[src/rtl/seqgen_csr_pkg.sv]
package seqgen_csr_pkg;

  // Word slots inside the window; firmware depends on this order.
  localparam int SLOT_COUNT  = 0;
  localparam int SLOT_IDENT  = 1;
  localparam int SLOT_IRQ    = 2;
  localparam int SLOT_CTRL   = 3;
  localparam int SLOT_CLKSEL = 4;
  localparam int SLOT_VALUE  = 5;
  localparam int SLOT_WDATA  = 6;
  localparam int SLOT_RDATA  = 7;
  localparam int SLOT_PANIC  = 8;
  localparam int NUM_REGS    = 9;

  localparam logic [31:0] IDENT_WORD = 32'h4669_626F;

endpackage

[src/rtl/seqgen_csr_decode.sv]
module seqgen_csr_decode
  import seqgen_csr_pkg::*;
#(
  parameter int ADDR_W = 32,
  parameter logic [ADDR_W-1:0] BASE = 32'h3000_0000,
  parameter int WIN_BITS = 6,
  localparam int IDX_W = WIN_BITS - 2
) (
  input  logic              cyc_i,
  input  logic              stb_i,
  input  logic              we_i,
  input  logic              ack_q_i,
  input  logic [ADDR_W-1:0] adr_i,
  output logic              accept_o,
  output logic              rd_accept_o,
  output logic              hit_o,
  output logic [IDX_W-1:0]  idx_o,
  output logic [NUM_REGS-1:0] wr_stb_o
);

  localparam logic [ADDR_W-WIN_BITS-1:0] BASE_HI = BASE[ADDR_W-1:WIN_BITS];

  logic [1:0] unused_byte_lsb;
  assign unused_byte_lsb = adr_i[1:0];

  // A request is taken once; the cycle carrying the ack is not a new request.
  assign accept_o    = cyc_i && stb_i && !ack_q_i;
  assign rd_accept_o = accept_o && !we_i;
  assign hit_o       = (adr_i[ADDR_W-1:WIN_BITS] == BASE_HI);
  assign idx_o       = adr_i[WIN_BITS-1:2];

  for (genvar i = 0; i < NUM_REGS; i++) begin : g_wstb
    assign wr_stb_o[i] = accept_o && we_i && hit_o && (idx_o == IDX_W'(i));
  end

endmodule

[src/rtl/seqgen_csr_field.sv]
module seqgen_csr_field #(
  parameter int W = 8,
  localparam int NB = (W + 7) / 8
) (
  input  logic          clk_i,
  input  logic          rst_i,
  input  logic          we_i,
  input  logic [NB-1:0] sel_i,
  input  logic [W-1:0]  d_i,
  output logic [W-1:0]  q_o
);

  // One independently enabled register per byte lane; the last lane may be partial.
  for (genvar b = 0; b < NB; b++) begin : g_lane
    localparam int LO = b * 8;
    localparam int HI = (LO + 7 < W) ? LO + 7 : W - 1;
    logic [HI-LO:0] lane_q;

    always_ff @(posedge clk_i) begin
      if (rst_i) begin
        lane_q <= '0;
      end else if (we_i && sel_i[b]) begin
        lane_q <= d_i[HI:LO];
      end
    end

    assign q_o[HI:LO] = lane_q;
  end

endmodule

[src/rtl/seqgen_csr_rdmux.sv]
module seqgen_csr_rdmux
  import seqgen_csr_pkg::*;
#(
  parameter int DATA_W   = 32,
  parameter int IDX_W    = 4,
  parameter int CTRL_W   = 8,
  parameter int CLKSEL_W = 8,
  parameter int VAL_W    = 32
) (
  input  logic                hit_i,
  input  logic [IDX_W-1:0]    idx_i,
  input  logic                irq_i,
  input  logic [CTRL_W-1:0]   ctrl_i,
  input  logic [CLKSEL_W-1:0] clksel_i,
  input  logic [VAL_W-1:0]    value_i,
  input  logic [DATA_W-1:0]   scratch_i,
  output logic [DATA_W-1:0]   rdata_o
);

  always_comb begin
    rdata_o = '0;
    if (hit_i) begin
      case (int'(idx_i))
        SLOT_COUNT:  rdata_o = DATA_W'(NUM_REGS);
        SLOT_IDENT:  rdata_o = DATA_W'(IDENT_WORD);
        SLOT_IRQ:    rdata_o[0] = irq_i;
        SLOT_CTRL:   rdata_o[CTRL_W-1:0] = ctrl_i;
        SLOT_CLKSEL: rdata_o[CLKSEL_W-1:0] = clksel_i;
        SLOT_VALUE:  rdata_o[VAL_W-1:0] = value_i;
        SLOT_RDATA:  rdata_o = scratch_i;
        // write-only words and unmapped slots read as zero
        default:     rdata_o = '0;
      endcase
    end
  end

endmodule

[src/rtl/seqgen_csr.sv]
module seqgen_csr
  import seqgen_csr_pkg::*;
#(
  parameter int ADDR_W   = 32,
  parameter int DATA_W   = 32,
  parameter logic [ADDR_W-1:0] BASE = 32'h3000_0000,
  parameter int WIN_BITS = 6,
  parameter int CTRL_W   = 8,
  parameter int CLKSEL_W = 8,
  parameter int VAL_W    = 32,
  localparam int SEL_W   = DATA_W / 8,
  localparam int IDX_W   = WIN_BITS - 2
) (
  input  logic                clk_i,
  input  logic                rst_i,
  input  logic                wb_cyc_i,
  input  logic                wb_stb_i,
  input  logic                wb_we_i,
  input  logic [ADDR_W-1:0]   wb_adr_i,
  input  logic [SEL_W-1:0]    wb_sel_i,
  input  logic [DATA_W-1:0]   wb_dat_i,
  output logic [DATA_W-1:0]   wb_dat_o,
  output logic                wb_ack_o,
  input  logic [VAL_W-1:0]    gen_value_i,
  output logic [CTRL_W-1:0]   gen_ctrl_o,
  output logic [CLKSEL_W-1:0] gen_clksel_o,
  output logic                irq_o,
  output logic [DATA_W-1:0]   panic_word_o,
  output logic                panic_pulse_o
);

  localparam int CTRL_NB   = (CTRL_W + 7) / 8;
  localparam int CLKSEL_NB = (CLKSEL_W + 7) / 8;

  logic                accept, rd_accept, hit;
  logic [IDX_W-1:0]    idx;
  logic [NUM_REGS-1:0] wr_stb;
  logic [DATA_W-1:0]   scratch_q;
  logic [DATA_W-1:0]   rdata;
  logic                ack_q, pulse_q;
  logic [DATA_W-1:0]   dat_q;

  // read-only slots never need a write strobe
  logic [3:0] unused_ro_stb;
  assign unused_ro_stb = {wr_stb[SLOT_COUNT], wr_stb[SLOT_IDENT],
                          wr_stb[SLOT_VALUE], wr_stb[SLOT_RDATA]};

  seqgen_csr_decode #(
    .ADDR_W  (ADDR_W),
    .BASE    (BASE),
    .WIN_BITS(WIN_BITS)
  ) u_decode (
    .cyc_i      (wb_cyc_i),
    .stb_i      (wb_stb_i),
    .we_i       (wb_we_i),
    .ack_q_i    (ack_q),
    .adr_i      (wb_adr_i),
    .accept_o   (accept),
    .rd_accept_o(rd_accept),
    .hit_o      (hit),
    .idx_o      (idx),
    .wr_stb_o   (wr_stb)
  );

  seqgen_csr_field #(.W(1)) u_irq (
    .clk_i(clk_i), .rst_i(rst_i), .we_i(wr_stb[SLOT_IRQ]),
    .sel_i(wb_sel_i[0]), .d_i(wb_dat_i[0]), .q_o(irq_o)
  );

  seqgen_csr_field #(.W(CTRL_W)) u_ctrl (
    .clk_i(clk_i), .rst_i(rst_i), .we_i(wr_stb[SLOT_CTRL]),
    .sel_i(wb_sel_i[CTRL_NB-1:0]), .d_i(wb_dat_i[CTRL_W-1:0]), .q_o(gen_ctrl_o)
  );

  seqgen_csr_field #(.W(CLKSEL_W)) u_clksel (
    .clk_i(clk_i), .rst_i(rst_i), .we_i(wr_stb[SLOT_CLKSEL]),
    .sel_i(wb_sel_i[CLKSEL_NB-1:0]), .d_i(wb_dat_i[CLKSEL_W-1:0]), .q_o(gen_clksel_o)
  );

  seqgen_csr_field #(.W(DATA_W)) u_scratch (
    .clk_i(clk_i), .rst_i(rst_i), .we_i(wr_stb[SLOT_WDATA]),
    .sel_i(wb_sel_i), .d_i(wb_dat_i), .q_o(scratch_q)
  );

  seqgen_csr_field #(.W(DATA_W)) u_panic (
    .clk_i(clk_i), .rst_i(rst_i), .we_i(wr_stb[SLOT_PANIC]),
    .sel_i(wb_sel_i), .d_i(wb_dat_i), .q_o(panic_word_o)
  );

  seqgen_csr_rdmux #(
    .DATA_W  (DATA_W),
    .IDX_W   (IDX_W),
    .CTRL_W  (CTRL_W),
    .CLKSEL_W(CLKSEL_W),
    .VAL_W   (VAL_W)
  ) u_rdmux (
    .hit_i    (hit),
    .idx_i    (idx),
    .irq_i    (irq_o),
    .ctrl_i   (gen_ctrl_o),
    .clksel_i (gen_clksel_o),
    .value_i  (gen_value_i),
    .scratch_i(scratch_q),
    .rdata_o  (rdata)
  );

  // Response stage: ack, read data and the diagnostic pulse share one register level.
  always_ff @(posedge clk_i) begin
    if (rst_i) begin
      ack_q   <= 1'b0;
      dat_q   <= '0;
      pulse_q <= 1'b0;
    end else begin
      ack_q   <= accept;
      dat_q   <= rd_accept ? rdata : '0;
      pulse_q <= wr_stb[SLOT_PANIC];
    end
  end

  assign wb_ack_o      = ack_q;
  assign wb_dat_o      = dat_q;
  assign panic_pulse_o = pulse_q;

endmodule

[config.mk]
export PLATFORM = sky130hd
export DESIGN_NAME = seqgen_csr
export DESIGN_NICKNAME = d
export VERILOG_FILES = /design/src/rtl/seqgen_csr_pkg.sv /design/src/rtl/seqgen_csr_decode.sv /design/src/rtl/seqgen_csr_field.sv /design/src/rtl/seqgen_csr_rdmux.sv /design/src/rtl/seqgen_csr.sv
export SDC_FILE = /design/constraint.sdc
export NUM_CORES = 1
export LEC_CHECK = 0
export ABC_CLOCK_PERIOD_IN_PS = 3500
export BUFFER_PORTS_ARGS = -buffer_cell sky130_fd_sc_hd__buf_2
export CAP_MARGIN = 20
export CORE_UTILIZATION = 50
export DETAILED_ROUTE_END_ITERATION = 10
export PLACE_DENSITY = 0.83
export SYNTH_ARGS = -nofsm -noshare
export SYNTH_HDL_FRONTEND = slang
export SYNTH_HIERARCHICAL = 1
export SYNTH_SLANG_ARGS = --single-unit
[constraint.sdc]
create_clock -name clk_i -period 3.5 [get_ports clk_i]
set_input_delay 0.7 -clock clk_i [delete_from_list [all_inputs] [get_ports clk_i]]
set_output_delay 0.7 -clock clk_i [all_outputs]
set_load 0.03 [all_outputs]
Word-level counts from Yosys, hierarchy flattened
Index checks and enable logic that the tools add are counted.
Storage, ports and cells
  flip-flop bits (word level): 115
  input port bits: 105
  output and inout port bits: 83
  logic and storage cells: 54
Cells by class
  equal/unequal tests: 9
  multiplexer cells: 3
  bitwise gates (word level): 2
  reduce and logical (&&, ||, !) cells: 26
Operators with widths (count)
  case mux 24 bit (3 select lines): 1
  case mux 7 bit (6 select lines): 1
  == test 26 x 24 -> 1 bit, second input constant: 1
  logical AND 1 bit: 21
  == test 4 x 3 -> 1 bit, second input constant: 4
  == test 4 x 2 -> 1 bit, second input constant: 2
  case mux 1 bit (6 select lines): 1
  == test 4 x 1 -> 1 bit, second input constant: 1
  == test 4 bit, second input constant: 1
  logical NOT 4 bit: 1
  OR reduction 3 bit: 1
  logical NOT 1 bit: 2
  NOT 1 bit: 2
  OR reduction 2 bit: 1

Logic depth before layout (Yosys ltp)
  depth after elaboration: 6
  depth in mapped cells: 8
  mapped depth without buffers: 7

Hierarchy
The synthesis kept the hierarchy.
Modules (own cells, without submodules)
  seqgen_csr_field at u_panic ...: instances 2, cells each 146, area each 1463.9 um^2, seq. area each 640.6 um^2
  seqgen_csr: instances 1, cells each 74, area each 1023.5 um^2, seq. area each 680.7 um^2
  seqgen_csr_field at u_clksel ...: instances 2, cells each 37, area each 366.6 um^2, seq. area each 160.2 um^2
  seqgen_csr_rdmux: instances 1, cells each 112, area each 708.2 um^2, seq. area each 0.0 um^2
  seqgen_csr_decode: instances 1, cells each 42, area each 255.2 um^2, seq. area each 0.0 um^2
  seqgen_csr_field at u_irq: instances 1, cells each 4, area each 43.8 um^2, seq. area each 20.0 um^2

Worst setup path after synthesis
OpenSTA, ideal clock, no wires.
  path type: input-to-reg
  start point: input port wb_adr_i[21]
  end point: register u_panic.g_lane[3].lane_q[3]
  library setup time: 0.068 ns
  arrival time: 2.271 ns
  data required time: 3.432 ns
  path slack: 1.161 ns
  cell stages on the path: 7
  buffers on the path: 2
  cells stage by stage: or4_4 > nand4b_4 > nor3_1 > buf_6 > buf_2 > nand3_1 > a21oi_2
On the way
  longest elaborated chain between the ends: 4
RTL lines
  from (decl): RTL line seqgen_csr.sv:19  | input logic [ADDR_W-1:0] wb_adr_i,
  == test 26 x 24 -> 1 bit: RTL line seqgen_csr_decode.sv:29  | assign hit_o = (adr_i[ADDR_W-1:WIN_BITS] == BASE_HI);
  logical AND 1 bit
  logical AND 1 bit: RTL line seqgen_csr_decode.sv:33  | assign wr_stb_o[i] = accept_o && we_i && hit_o && (idx_o == IDX_W'(i));
  named net wr_stb[8]: RTL line seqgen_csr.sv:37  | logic [NUM_REGS-1:0] wr_stb;
  logical AND 1 bit: RTL line seqgen_csr_field.sv:22  | end else if (we_i && sel_i[b]) begin
  to (signal assigned): RTL line seqgen_csr_field.sv:23  | lane_q <= d_i[HI:LO];
  to (decl): RTL line seqgen_csr_field.sv:17  | logic [HI-LO:0] lane_q;
The timed path passes the listed nets, and every way through them passes these cells.
A chain may end at the register's enable or synchronous reset.

Worst setup path in the final report
  start point: input port wb_adr_i[8]
  end point: register dat_q[21] (netlist: wb_dat_o[21])
On the way
  longest elaborated chain between the ends: 3
RTL lines
  == test 26 x 24 -> 1 bit: RTL line seqgen_csr_decode.sv:29
  named net hit: RTL line seqgen_csr.sv:35  | logic accept, rd_accept, hit;
  NOT 1 bit (no line)
  OR reduction 3 bit (no line)
  to (signal assigned): RTL line seqgen_csr.sv:115  | dat_q <= rd_accept ? rdata : '0;
  to (decl): RTL line seqgen_csr.sv:41  | logic [DATA_W-1:0] dat_q;
The timed path passes the listed nets, and every way through them passes these cells.

==> results.cfg <==
[detailed_routing]
drt_pass1_iterations = 5
detailroute.via_count = 5039
detail_route.drc_violations = 0
routed_wirelength_um = 14800
detail_route.vias_per_cell = 5.69
drt-initial-drc-count = 426
wl_per_cell_um = 16.7
antenna_violating_nets_post_route = 0

[final_layout]
core_util_final_pct = 63.5
area_growth_pct = 23.0
nets = 838
most-common-layout-cells = sky130_fd_sc_hd__buf_2, sky130_fd_sc_hd__dfxtp_1, sky130_fd_sc_hd__nand3_1, sky130_fd_sc_hd__a21oi_1, sky130_fd_sc_hd__a21bo_1
final_common_cell = sky130_fd_sc_hd__buf_2
final_area_um2 = 6950
post_route_cells_drive_above_1_share_pct = 38.0
antenna-diode-count = 0
final.fill_count = 894

[timing]
worst_pin_slew_ps = 1090
min_period_over_period_pct = 72.3
post-route-min-period_ps = 2530
fin_skew_ps = 9.98
max_clock_freq_mhz = 395
setup-violations-final = 0
setup_tns_ps = 0
total_count_of_max_transition_violations_in_the_final_report = 0
hold_viol = 0
timing.max_slew.rel_slack_pct = 27.4
setup_repair_after_global_routing_missed_its_margin = no

[status]
outcome = finished, final reports clean

[power]
power.share.clock_pct = 56.2
cell_internal_pwr_mw = 2.71
switching_share_pct = 20.3
power.combinational.fraction_pct = 5.2
power-per-cell-area_nw_per_um2 = 489
seqPwrFrac_pct = 38.6
total_switching_power_mw = 0.689
p_leak_nw = 3.00
power.ir.vdd_worst_mv = 0.301

[critical_path]
worst_path_slowest_cell = sky130_fd_sc_hd__nor3_1
worstSetupPathType = in -> reg
critical_path.reg2reg.startpoint = wb_ack_o
crit_arrival_ps = 2880
critPathRequiredTime_ps = 3850
worst_path_largest_cell_delay_ps = 490
worst_r2r_endpoint = u_scratch/g_lane[2].lane_q[4]
timing.reg2reg.worst_path_depth = 6
crit_path_max_fanout = 24
worst_setup_path_end_kind = flip-flop
critPathLaunch = wb_adr_i[8]
crit_path_cell_trace = buf_2 > nor4_1 > nand4_1 > nor3_1 > nand3_2 > a21oi_1 > and3b_2
critPathTopFamily = simple AND/OR/NAND/NOR gates
cp_num_buf_inv = 1
ff2ff_setup_slack_ps = 1440
type_of_element_launching_the_critical_path = input pin

[hold_path]
hold_path_end = u_scratch/g_lane[3].lane_q[0]
worstHoldPathType = in -> reg
whs_path_depth = 3
hold_wc_startpoint = wb_dat_i[24]

[job]
max_cap_violations = 0

[floorplanning]
placement_rows = 38
starting_utilization_of_the_core_area_pct = 51.7
die-area_um2 = 11700
die-height_um = 108
die-width_um = 108
number_of_placed_i_o_pins = 188
design.core.area_um2 = 10900

[clock_network]
clk_path_buf_depth = 2
post-cts-setup-buffer-count = 0
cts_tree = yes
cts.sink_count = 115
clkLatencyLatePin_ps = 400
cts_bufs_inserted = 17
cts.htree.levels = 4
clkSlewWorstSetupHoldPaths_ps = 60
post_cts.resized_instances = 0
cts_root_buffer = sky130_fd_sc_hd__clkbuf_16
postCtsHoldBufs = 0

[grt]
global_route_wire_length_before_repair_um = 22900
largest_net_degree_at_the_start_of_global_routing = 67
number_of_antenna_violations_at_the_first_check_in_global_routing = 0
grt_pass1_vias = 4558
grt_overflow = 0
grt_usage_pct = 25.0

[place]
hpwlAfterDp_um = 10100
globalplace.congestion = 0.861
placement.io_buffers = 185
place_area_um2 = 6280

[synthesis]
synthesis.area_um2 = 5650
avgSynthCellArea_um2 = 9.59
yosysWarnings = 6
synthesis.nets = 694
number_of_instances_in_the_synthesized_netlist = 589
[layer usage]
| metal | track usage (%) | vias up | part of all wire, % |
|---|---|---|---|
| met4 | 9.94 | 0 | 1.8 |
| met2 | 37.4 | 226 | 45 |
| li1 | - | 2426 | - |
| met5 | 0 | - | 0 |
| met1 | 34.6 | 2363 | 46 |
| met3 | 5.79 | 24 | 7.0 |
[cell type report]
type                       instances  area, µm²  share of cell area (%)
tap                              140        175                    2.52
clock inverter                     9        175                    2.52
multi-input combinational        405       2810                    40.5
clock buffer                      22        484                    6.97
sequential                       115       2300                    33.1
timing repair buffer             193        992                    14.3
inverter                           1       3.75                  0.0540
[power by group through the flow]
stage	logic, mW	registers (mW)	clock network, mW
3_5_place_dp	0.170	1.34	0
4_1_cts	0.172	1.31	1.92
5_1_grt	0.189	1.31	2.00
3_3_place_gp	0.166	1.34	0
6_report	0.176	1.31	1.91
2_1_floorplan	0.106	1.34	0
[tightest hold or removal path, cell delays in order]
cell,delay [ps]
sky130_fd_sc_hd__buf_2,100
sky130_fd_sc_hd__nand3_1,60
sky130_fd_sc_hd__a21oi_1,50
[through the flow]
stage                     power, mW  hold slack (ps)  worst slack [ps]  instances
after global routing           3.50              559               830        885
after floorplan                1.45              542              1200        589
after detailed placement       1.51              556               617        853
after global placement         1.50              556               728        853
after CTS                      3.41              550               988        884
final                          3.40              563               969        885
[worst max-delay path by stage]
stage / to / slack (ps) / depth (start not counted)
final: wb_dat_o[21] / 970 / 7
after global routing: wb_dat_o[21] / 830 / 7
after CTS: wb_dat_o[21] / 990 / 7
after detailed placement: wb_dat_o[26] / 620 / 7
after global placement: wb_dat_o[30] / 730 / 7
after floorplan: u_panic/g_lane[3].lane_q[3] / 1200 / 7
[registers in the layout, summed over array words and instances, names as in the netlist]
register,count
u_panic/g_lane.lane_q,32
wb_dat_o,32
u_ctrl/q_o,8
panic_pulse_o,1
u_clksel/q_o,8
u_scratch/g_lane.lane_q,32
u_irq/q_o,1
wb_ack_o,1
(Power assumes the default switching activity.)
